**config.mk**
```make
export PLATFORM = sky130hd
export DESIGN_NAME = intr_coal_ctrl
export DESIGN_NICKNAME = d
export VERILOG_FILES = /design/src/rtl/intr_coal_pkg.sv /design/src/rtl/coal_timer.sv /design/src/rtl/credit_ctr.sv /design/src/rtl/reg_rdmux.sv /design/src/rtl/intr_coal_ctrl.sv
export SDC_FILE = /design/constraint.sdc
export NUM_CORES = 1
export LEC_CHECK = 0
export BUFFER_PORTS_ARGS = -buffer_cell sky130_fd_sc_hd__buf_2
export CORE_AREA = 8 8 89 91
export DETAILED_ROUTE_END_ITERATION = 12
export DIE_AREA = 0 0 97 99
export PLACE_DENSITY = 0.74
export SYNTH_ARGS = -nofsm -noshare
export SYNTH_HDL_FRONTEND = slang
export SYNTH_SLANG_ARGS = --single-unit
```
**constraint.sdc**
```tcl
create_clock -name clk -period 9.11 [get_ports clk]
set_clock_uncertainty 0.2 [all_clocks]
set_input_delay 2.733 -clock clk [delete_from_list [all_inputs] [get_ports clk]]
set_output_delay 2.733 -clock clk [all_outputs]
set_load 0.05 [all_outputs]
```
**src/rtl/intr_coal_pkg.sv**
```systemverilog
package intr_coal_pkg;

    localparam int unsigned ADDR_W = 8;

    localparam logic [ADDR_W-1:0] OFS_COAL_INIT = 8'h00;
    localparam logic [ADDR_W-1:0] OFS_MASK      = 8'h04;
    localparam logic [ADDR_W-1:0] OFS_CREDIT    = 8'h08;
    localparam logic [ADDR_W-1:0] OFS_AUTO_MASK = 8'h0C;
    localparam logic [ADDR_W-1:0] OFS_COAL_CUR  = 8'h10;

    localparam int unsigned BIT_UNMASK = 16;
    localparam int unsigned BIT_RELOAD = 17;

    typedef enum logic [2:0] {
        SEL_NONE,
        SEL_COAL_INIT,
        SEL_MASK,
        SEL_CREDIT,
        SEL_AUTO_MASK,
        SEL_COAL_CUR
    } reg_sel_e;

    function automatic reg_sel_e decode_addr(input logic [ADDR_W-1:0] a);
        reg_sel_e s;
        case (a)
            OFS_COAL_INIT: s = SEL_COAL_INIT;
            OFS_MASK:      s = SEL_MASK;
            OFS_CREDIT:    s = SEL_CREDIT;
            OFS_AUTO_MASK: s = SEL_AUTO_MASK;
            OFS_COAL_CUR:  s = SEL_COAL_CUR;
            default:       s = SEL_NONE;
        endcase
        return s;
    endfunction

endpackage

```
**src/rtl/coal_timer.sv**
```systemverilog
module coal_timer #(
    parameter int unsigned W = 6
) (
    input  logic         clk,
    input  logic         rst_n,
    input  logic         load,
    input  logic [W-1:0] load_val,
    input  logic         tick,
    output logic [W-1:0] cnt,
    output logic         expired
);

    logic [W-1:0] cnt_d, cnt_q;

    always_comb begin
        cnt_d = cnt_q;
        if (load) begin
            cnt_d = load_val;
        end else if (tick && (cnt_q != '0)) begin
            cnt_d = cnt_q - W'(1);
        end
    end

    always_ff @(posedge clk) begin
        if (!rst_n) begin
            cnt_q <= '0;
        end else begin
            cnt_q <= cnt_d;
        end
    end

    assign cnt     = cnt_q;
    assign expired = (cnt_q == '0);

endmodule

```
**src/rtl/credit_ctr.sv**
```systemverilog
module credit_ctr #(
    parameter int unsigned W = 16
) (
    input  logic         clk,
    input  logic         rst_n,
    input  logic         inc,
    input  logic         dec_en,
    input  logic [W-1:0] dec_val,
    output logic [W-1:0] cnt,
    output logic         hit_zero
);

    logic [W-1:0] cnt_d, cnt_q;
    logic [W-1:0] sub_val;

    always_comb begin
        sub_val  = dec_en ? dec_val : '0;
        cnt_d    = cnt_q + W'(inc) - sub_val;
        hit_zero = dec_en && (cnt_d == '0);
    end

    always_ff @(posedge clk) begin
        if (!rst_n) begin
            cnt_q <= '0;
        end else begin
            cnt_q <= cnt_d;
        end
    end

    assign cnt = cnt_q;

endmodule

```
**src/rtl/reg_rdmux.sv**
```systemverilog
module reg_rdmux
    import intr_coal_pkg::*;
#(
    parameter int unsigned DATA_W = 32,
    parameter int unsigned COAL_W = 6,
    parameter int unsigned CRED_W = 16
) (
    input  reg_sel_e          sel,
    input  logic [COAL_W-1:0] coal_init,
    input  logic              mask,
    input  logic [CRED_W-1:0] credit,
    input  logic              auto_mask,
    input  logic [COAL_W-1:0] coal_cur,
    output logic [DATA_W-1:0] rdata
);

    always_comb begin
        rdata = '0;
        case (sel)
            SEL_COAL_INIT: rdata = DATA_W'(coal_init);
            SEL_MASK:      rdata = DATA_W'(mask);
            SEL_CREDIT:    rdata = DATA_W'(credit);
            SEL_AUTO_MASK: rdata = DATA_W'(auto_mask);
            SEL_COAL_CUR:  rdata = DATA_W'(coal_cur);
            default:       rdata = '0;
        endcase
    end

endmodule

```
**src/rtl/intr_coal_ctrl.sv**
```systemverilog
module intr_coal_ctrl
    import intr_coal_pkg::*;
#(
    parameter int unsigned DATA_W   = 32,
    parameter int unsigned CRED_W   = 16,
    parameter int unsigned COAL_MAX = 63
) (
    input  logic              clk,
    input  logic              rst_n,
    input  logic [ADDR_W-1:0] reg_addr,
    input  logic [DATA_W-1:0] reg_wdata,
    input  logic              reg_wr,
    output logic [DATA_W-1:0] reg_rdata,
    input  logic              tick_en,
    input  logic              assert_ev,
    output logic              irq_send
);

    localparam int unsigned COAL_W = $clog2(COAL_MAX + 1);

    typedef struct packed {
        logic [COAL_W-1:0] coal_init;
        logic              mask;
        logic              auto_mask;
        logic              pending;
        logic              send;
    } ctl_t;

    ctl_t ctl_d, ctl_q;

    reg_sel_e          sel;
    logic              wr_init, wr_mask, wr_auto, cred_wr;
    logic              send_fire, timer_load, drop;
    logic              timer_zero;
    logic [COAL_W-1:0] coal_cur;
    logic [CRED_W-1:0] cred_q;

    logic              mask_q, pending_q, auto_q;
    logic [COAL_W-1:0] coal_init_q;

    always_comb begin
        sel     = decode_addr(reg_addr);
        wr_init = reg_wr && (sel == SEL_COAL_INIT);
        wr_mask = reg_wr && (sel == SEL_MASK);
        wr_auto = reg_wr && (sel == SEL_AUTO_MASK);
        cred_wr = reg_wr && (sel == SEL_CREDIT);

        send_fire  = !ctl_q.mask && timer_zero && (ctl_q.pending || assert_ev);
        timer_load = send_fire || (cred_wr && reg_wdata[BIT_RELOAD]);

        ctl_d      = ctl_q;
        ctl_d.send = send_fire;

        if (wr_init) begin
            if (reg_wdata > DATA_W'(COAL_MAX)) begin
                ctl_d.coal_init = COAL_W'(COAL_MAX);
            end else begin
                ctl_d.coal_init = reg_wdata[COAL_W-1:0];
            end
        end

        if (wr_mask) begin
            ctl_d.mask = reg_wdata[0];
        end
        if (cred_wr && reg_wdata[BIT_UNMASK]) begin
            ctl_d.mask = 1'b0;
        end
        if (send_fire && ctl_q.auto_mask) begin
            ctl_d.mask = 1'b1;
        end

        if (wr_auto) begin
            ctl_d.auto_mask = reg_wdata[0];
        end

        if (send_fire) begin
            ctl_d.pending = 1'b0;
        end else if (assert_ev) begin
            ctl_d.pending = 1'b1;
        end
        if (drop) begin
            ctl_d.pending = 1'b0;
        end
    end

    always_ff @(posedge clk) begin
        if (!rst_n) begin
            ctl_q <= '{coal_init: '0, mask: 1'b1, auto_mask: 1'b0,
                       pending: 1'b0, send: 1'b0};
        end else begin
            ctl_q <= ctl_d;
        end
    end

    coal_timer #(.W(COAL_W)) timer_i (
        .clk      (clk),
        .rst_n    (rst_n),
        .load     (timer_load),
        .load_val (ctl_q.coal_init),
        .tick     (tick_en),
        .cnt      (coal_cur),
        .expired  (timer_zero)
    );

    credit_ctr #(.W(CRED_W)) credit_i (
        .clk      (clk),
        .rst_n    (rst_n),
        .inc      (send_fire),
        .dec_en   (cred_wr),
        .dec_val  (reg_wdata[CRED_W-1:0]),
        .cnt      (cred_q),
        .hit_zero (drop)
    );

    reg_rdmux #(.DATA_W(DATA_W), .COAL_W(COAL_W), .CRED_W(CRED_W)) rdmux_i (
        .sel       (sel),
        .coal_init (ctl_q.coal_init),
        .mask      (ctl_q.mask),
        .credit    (cred_q),
        .auto_mask (ctl_q.auto_mask),
        .coal_cur  (coal_cur),
        .rdata     (reg_rdata)
    );

    assign mask_q      = ctl_q.mask;
    assign pending_q   = ctl_q.pending;
    assign auto_q      = ctl_q.auto_mask;
    assign coal_init_q = ctl_q.coal_init;
    assign irq_send    = ctl_q.send;

endmodule

```
==> results.cfg, run 1 <==
[sta]
worst_slew_pin_slew_ps = 1160
fin_ws_ps = 1390
clock.fmax_mhz = 130
finalCritPeriodShare_pct = 84.7
finalHoldViolations = 0
finalSetupTns_ps = 0
setup_viol = 0
rsz0062_at_grt = no
fin_crit_ps = 7720
slew_headroom_pct = 21.4
drv_slew = 0

[clocking]
clkSinkCount = 32
h-tree-depth = 2
cts-resized-gates = 0
cts_tree = yes
clock_tree.root_cell = clkbuf_8
clock_latency_ps = 290
cts_buffer_depth = 2
clk_pin_slew_ps = 70
postCtsSetupBuffers = 0
numCtsBuffers = 5
cts_hold_buf = 0

[placed_design]
gp_congestion = 0.929
io_buffers = 61
pre_cts_ws_ps = 1460
post_dp_cell_area_um2 = 2830
hpwlAfterDp_um = 5280

[routing]
drt-total-wl_um = 6540
via_per_inst = 5.29
drtAntennaViolNets = 0
wl_per_cell_um = 14.6
drc_errors = 0
first_iter_violations = 116
vias = 2376
drtPass1Iterations = 5

[pwr]
leakage_nw = 1.38
vdd_drop_max_v = 0.000156
p_per_area_nw_per_um2 = 256

[finish]
ff_latch_area_um2 = 641
drive_gt1_share_pct = 20.9
multi_input_area_um2 = 1700
nFillCells = 667
fin_nets = 445
antennaDiodeCount = 0
final_area_um2 = 2920
syn2layout_area_growth_pct = 15.8

[critical_path]
startpoint_type = input pin
crit_type = in2out
reg2reg_from = timer_i.cnt[2]
cp.arrival_ps = 4790
required_ps = 6180
crit_path_max_fanout = 6
cp-startpoint = reg_addr[1]
cp-end-kind = primary output

[grt]
grt_max_degree = 23
antenna_found_initial = 0
grt_pass1_vias = 2519
overflow = 0
grt_pass1_wl_um = 11200
grt.total_usage_pct = 13.6

[die]
ios = 78
start_util_pct = 38.4
die-height_um = 99
dieArea_um2 = 9600
die_x_um = 97
core-area_um2 = 6570
rows = 30

[outcome]
status = finished clean

[worst_hold_path]
worstHoldStart = auto_q
hp-class = reg2reg

[logic_synthesis]
syn_inst = 308
synth_common_cells = 37 x nor2_1, 32 x dfxtp_1, 31 x ha_1
synthArstFlopShare_pct = 0
ys_warn_count = 0
yosysMostFrequentCell = nor2_1
synth_edf_count = 0
syn_avg_cell_area_um2 = 8.18
synth_top_cell_by_area = dfxtp_1
yosys-top-cells-area = dfxtp_1 25%, ha_1 15%, nor2_1 5.5%, and2_1 5.2%, buf_4 4.8%
yosysUniqueCellTypes = 44
yosys.area.top_type_share_pct = 25.4
ys_ff_latch = 32
ys.flop_type = dfxtp_1
synth-seq-area-share_pct = 25.4
syn_area_um2 = 2520

[flow_run]
maxCapViolCount = 0
## per-layer routing
layer / vias to the layer above / global-route usage, % / wire (um)
met4: 0 / 4.85 / 137
met1: 1121 / 14.4 / 2680
li1: 1194 / - / -
met5: - / 0 / 0
met3: 13 / 3.64 / 350
met2: 48 / 24.9 / 3370
## sequential cells by signal, summed over array words and instances (netlist names)
register / count
auto_q: 1
coal_init_q: 6
credit_i.cnt: 16
irq_send: 1
mask_q: 1
pending_q: 1
timer_i.cnt: 6
## stage by stage
| stage | std cells | total power, W | util, % | hold WS [ps] |
|---|---|---|---|---|
| detailed placement | 441 | 0.000631 | 43.1 | 288 |
| finish | 449 | 0.000748 | 44.4 | 309 |
| floorplan | 323 | 0.000550 | - | 252 |
| global route | 449 | 0.000813 | 44.4 | 345 |
| global placement | 441 | 0.000621 | 43.1 | 281 |
| CTS | 449 | 0.000745 | 44.4 | 309 |
## path summary, 6_finish.rpt
check	endpoint	slack, ps	cells after the start
worst max register to register	pending_q	4560	16
worst min register to register	mask_q	310	1
worst min-delay path	mask_q	310	1
worst max-delay path	reg_rdata[1]	1390	7
## layout make-up
class	count	area share (%)
clock buffers	5	2.36
clock inverters	3	0.643
inverters	20	2.57
multi-input cells	247	58.3
flip-flops and latches	32	22.0
well taps	80	3.43
repair buffers	62	10.7
## placed cells by master, fill, tap and decap left out, types with 11 or more instances in the layout
| cell | instances |
|---|---|
| dfxtp_1 | 32 |
| nor2_1 | 37 |
| inv_1 | 20 |
| ha_1 | 31 |
| nand2_1 | 25 |
| a21oi_1 | 11 |
| buf_2 | 61 |
| conb_1 | 16 |
| and2_1 | 21 |
## power by group
part	internal (W)	leakage, nW	switching (W)
Clock	0.0000533	0.0479	0.0000580
Combinational	0.000195	1.07	0.000250
Sequential	0.000172	0.262	0.0000201
Total	0.000420	1.38	0.000328
## cell families after synthesis
group	Yosys count	share of synthesized area, %
buf+inv	44	9.28
other cells	1	0.149
compound gates	60	17.4
mux	4	1.64
flops	32	25.4
fa+ha+maj	32	16.2
simple gates	117	23.7
xor+xnor	18	6.26
## worst max-delay path, stage by stage
cell and delay (ps):
buf_2 100, nor3_2 180, nand2_2 110, nor4b_1 980
a222oi_1 300, inv_1 110, buf_2 270
No activity file was read; power rests on OpenSTA's default activity.
==> inputs of run 2 (changes only) <==
clock period = 7.9 ns   (was 9.11 ns; I/O delays follow)
==> run 2 against run 1 <==
  * Power increased by 23%
  * Die area unchanged
  * Critical path depth up 11
  * Final cell count rose by 0.67%
  * Sequential share of layout area down 0.45 points
==> results.cfg, run 2 (synthesis results as in run 1) <==
[outcome]
status = finished clean

[grt]
grt_max_degree = 23
grt_pass1_vias = 2500
grt_pass1_wl_um = 11500
overflow = 0
grt.total_usage_pct = 14.2
antenna_found_initial = 0

[finish]
nFillCells = 672
final_area_um2 = 2980
drive_gt1_share_pct = 21.5
antennaDiodeCount = 0
largest_reg_flops = 16
fin_util_pct = 45.4
fin_nets = 448
final_common_cell = buf_2
syn2layout_area_growth_pct = 18.2
mostFrequentLayoutCells = 61 x buf_2, 37 x nor2_1, 32 x dfxtp_1

[sta]
setup_viol = 0
worst_slew_pin_slew_ps = 857
clock.fmax_mhz = 156
drv_slew = 0
slew_headroom_pct = 42.9
rsz0062_at_grt = no
finalHoldViolations = 0
finalSetupTns_ps = 0
fin_crit_ps = 6420
finalCritPeriodShare_pct = 81.2
fin_ws_ps = 1480

[pwr]
pwr-share-comb_pct = 56.9
p_int_w = 0.000535
total_power_w = 0.000921
leakage_nw = 1.41
pwr-share-clk_pct = 19.1
p_per_area_nw_per_um2 = 309
vdd_drop_max_v = 0.000154
switching_share_pct = 41.9
seqPwrFrac_pct = 23.9
p_sw_w = 0.000386

[die]
ios = 78
rows = 30
start_util_pct = 38.4
die-height_um = 99
dieArea_um2 = 9600
core-area_um2 = 6570
die_x_um = 97

[placed_design]
hpwlAfterDp_um = 5540
post_dp_cell_area_um2 = 2850
gp_congestion = 0.928
pre_cts_ws_ps = 1220
io_buffers = 61

[critical_path]
required_ps = 7860
startpoint_type = input pin
reg2reg_from = timer_i.cnt[2]
rrSetupSlack_ps = 3320
crit_path_max_fanout = 17
cp.arrival_ps = 6380
cp-end-kind = register
reg2reg_depth = 16
regToRegEndpoint = pending_q
crit_type = in2reg

[clocking]
clk_pin_slew_ps = 70
cts_hold_buf = 0
cts_buffer_depth = 2
clock_latency_ps = 290
h-tree-depth = 2
postCtsSetupBuffers = 0
cts_tree = yes
clock_tree.root_cell = clkbuf_8
numCtsBuffers = 5
clkSinkCount = 32
cts-resized-gates = 0

[routing]
via_per_inst = 5.30
vias = 2394
drc_errors = 0
first_iter_violations = 119
wl_per_cell_um = 15.1
drtAntennaViolNets = 0
drt-total-wl_um = 6850
drtPass1Iterations = 5

[worst_hold_path]
hold_depth = 1
hp-class = reg2reg
worstHoldEndpoint = mask_q
worstHoldStart = auto_q

[flow_run]
maxCapViolCount = 0
run 2: cell count changes in the layout (fill, tap and decap cells not counted):
cell       delta
buf_4         +3
clkinv_2      -2
clkinv_4      -1
clkbuf_8      +2
bufinv_16     +1
run 2: how the worst max path moves through the flow:
stage                start        end
4_1_cts        reg_addr[1]  pending_q
5_1_grt        reg_addr[1]  pending_q
3_3_place_gp   reg_addr[1]  pending_q
6_report       reg_addr[1]  pending_q
3_5_place_dp   reg_addr[1]  pending_q
2_1_floorplan  reg_addr[1]  pending_q
run 2: critical path: stages:
cell and delay [ps]:
buf_2 100, nor3_2 180, nand2_2 110, nor4b_4 200, buf_4 250, and2_1 290
buf_4 240, nand2_1 80, ha_1 280, ha_1 340, a21oi_1 300, o211ai_1 150
a21oi_1 280, a21o_1 200, xnor2_1 80, or4_1 550, nor4b_2 260, a31oi_1 120
run 2: metrics by stage:
step	hold WS, ps	std cells
after floorplan	252	323
after global routing	352	452
final	308	452
after global placement	282	444
after CTS	302	452
after detailed placement	286	444
run 2: cell type report:
cell class,instances,area [um^2],area share (%)
multi-input combinational,247,1700,57.1
tap,80,100,3.36
clock inverter,1,30.0,1.01
inverter,20,75.1,2.52
sequential,32,641,21.5
timing repair buffer,65,335,11.3
clock buffer,7,96.3,3.23
run 2: power by group through the flow:
stage          clock network (W)  registers, W  logic, W
2_1_floorplan                  0      0.000217  0.000417
3_3_place_gp                   0      0.000223  0.000506
3_5_place_dp                   0      0.000224  0.000516
4_1_cts                 0.000177      0.000220  0.000522
5_1_grt                 0.000186      0.000224  0.000584
6_report                0.000176      0.000220  0.000524
run 2: metal layers:
layer  routed length, um  share of wire, %  track usage (%)  vias up
met5                   0                 0                0        -
met4                  91               1.3             4.62        0
met3                 367               5.4             3.85       10
met2                3610                53             26.1       66
met1                2770                40             15.2     1114
li1                    -                 -                -     1204
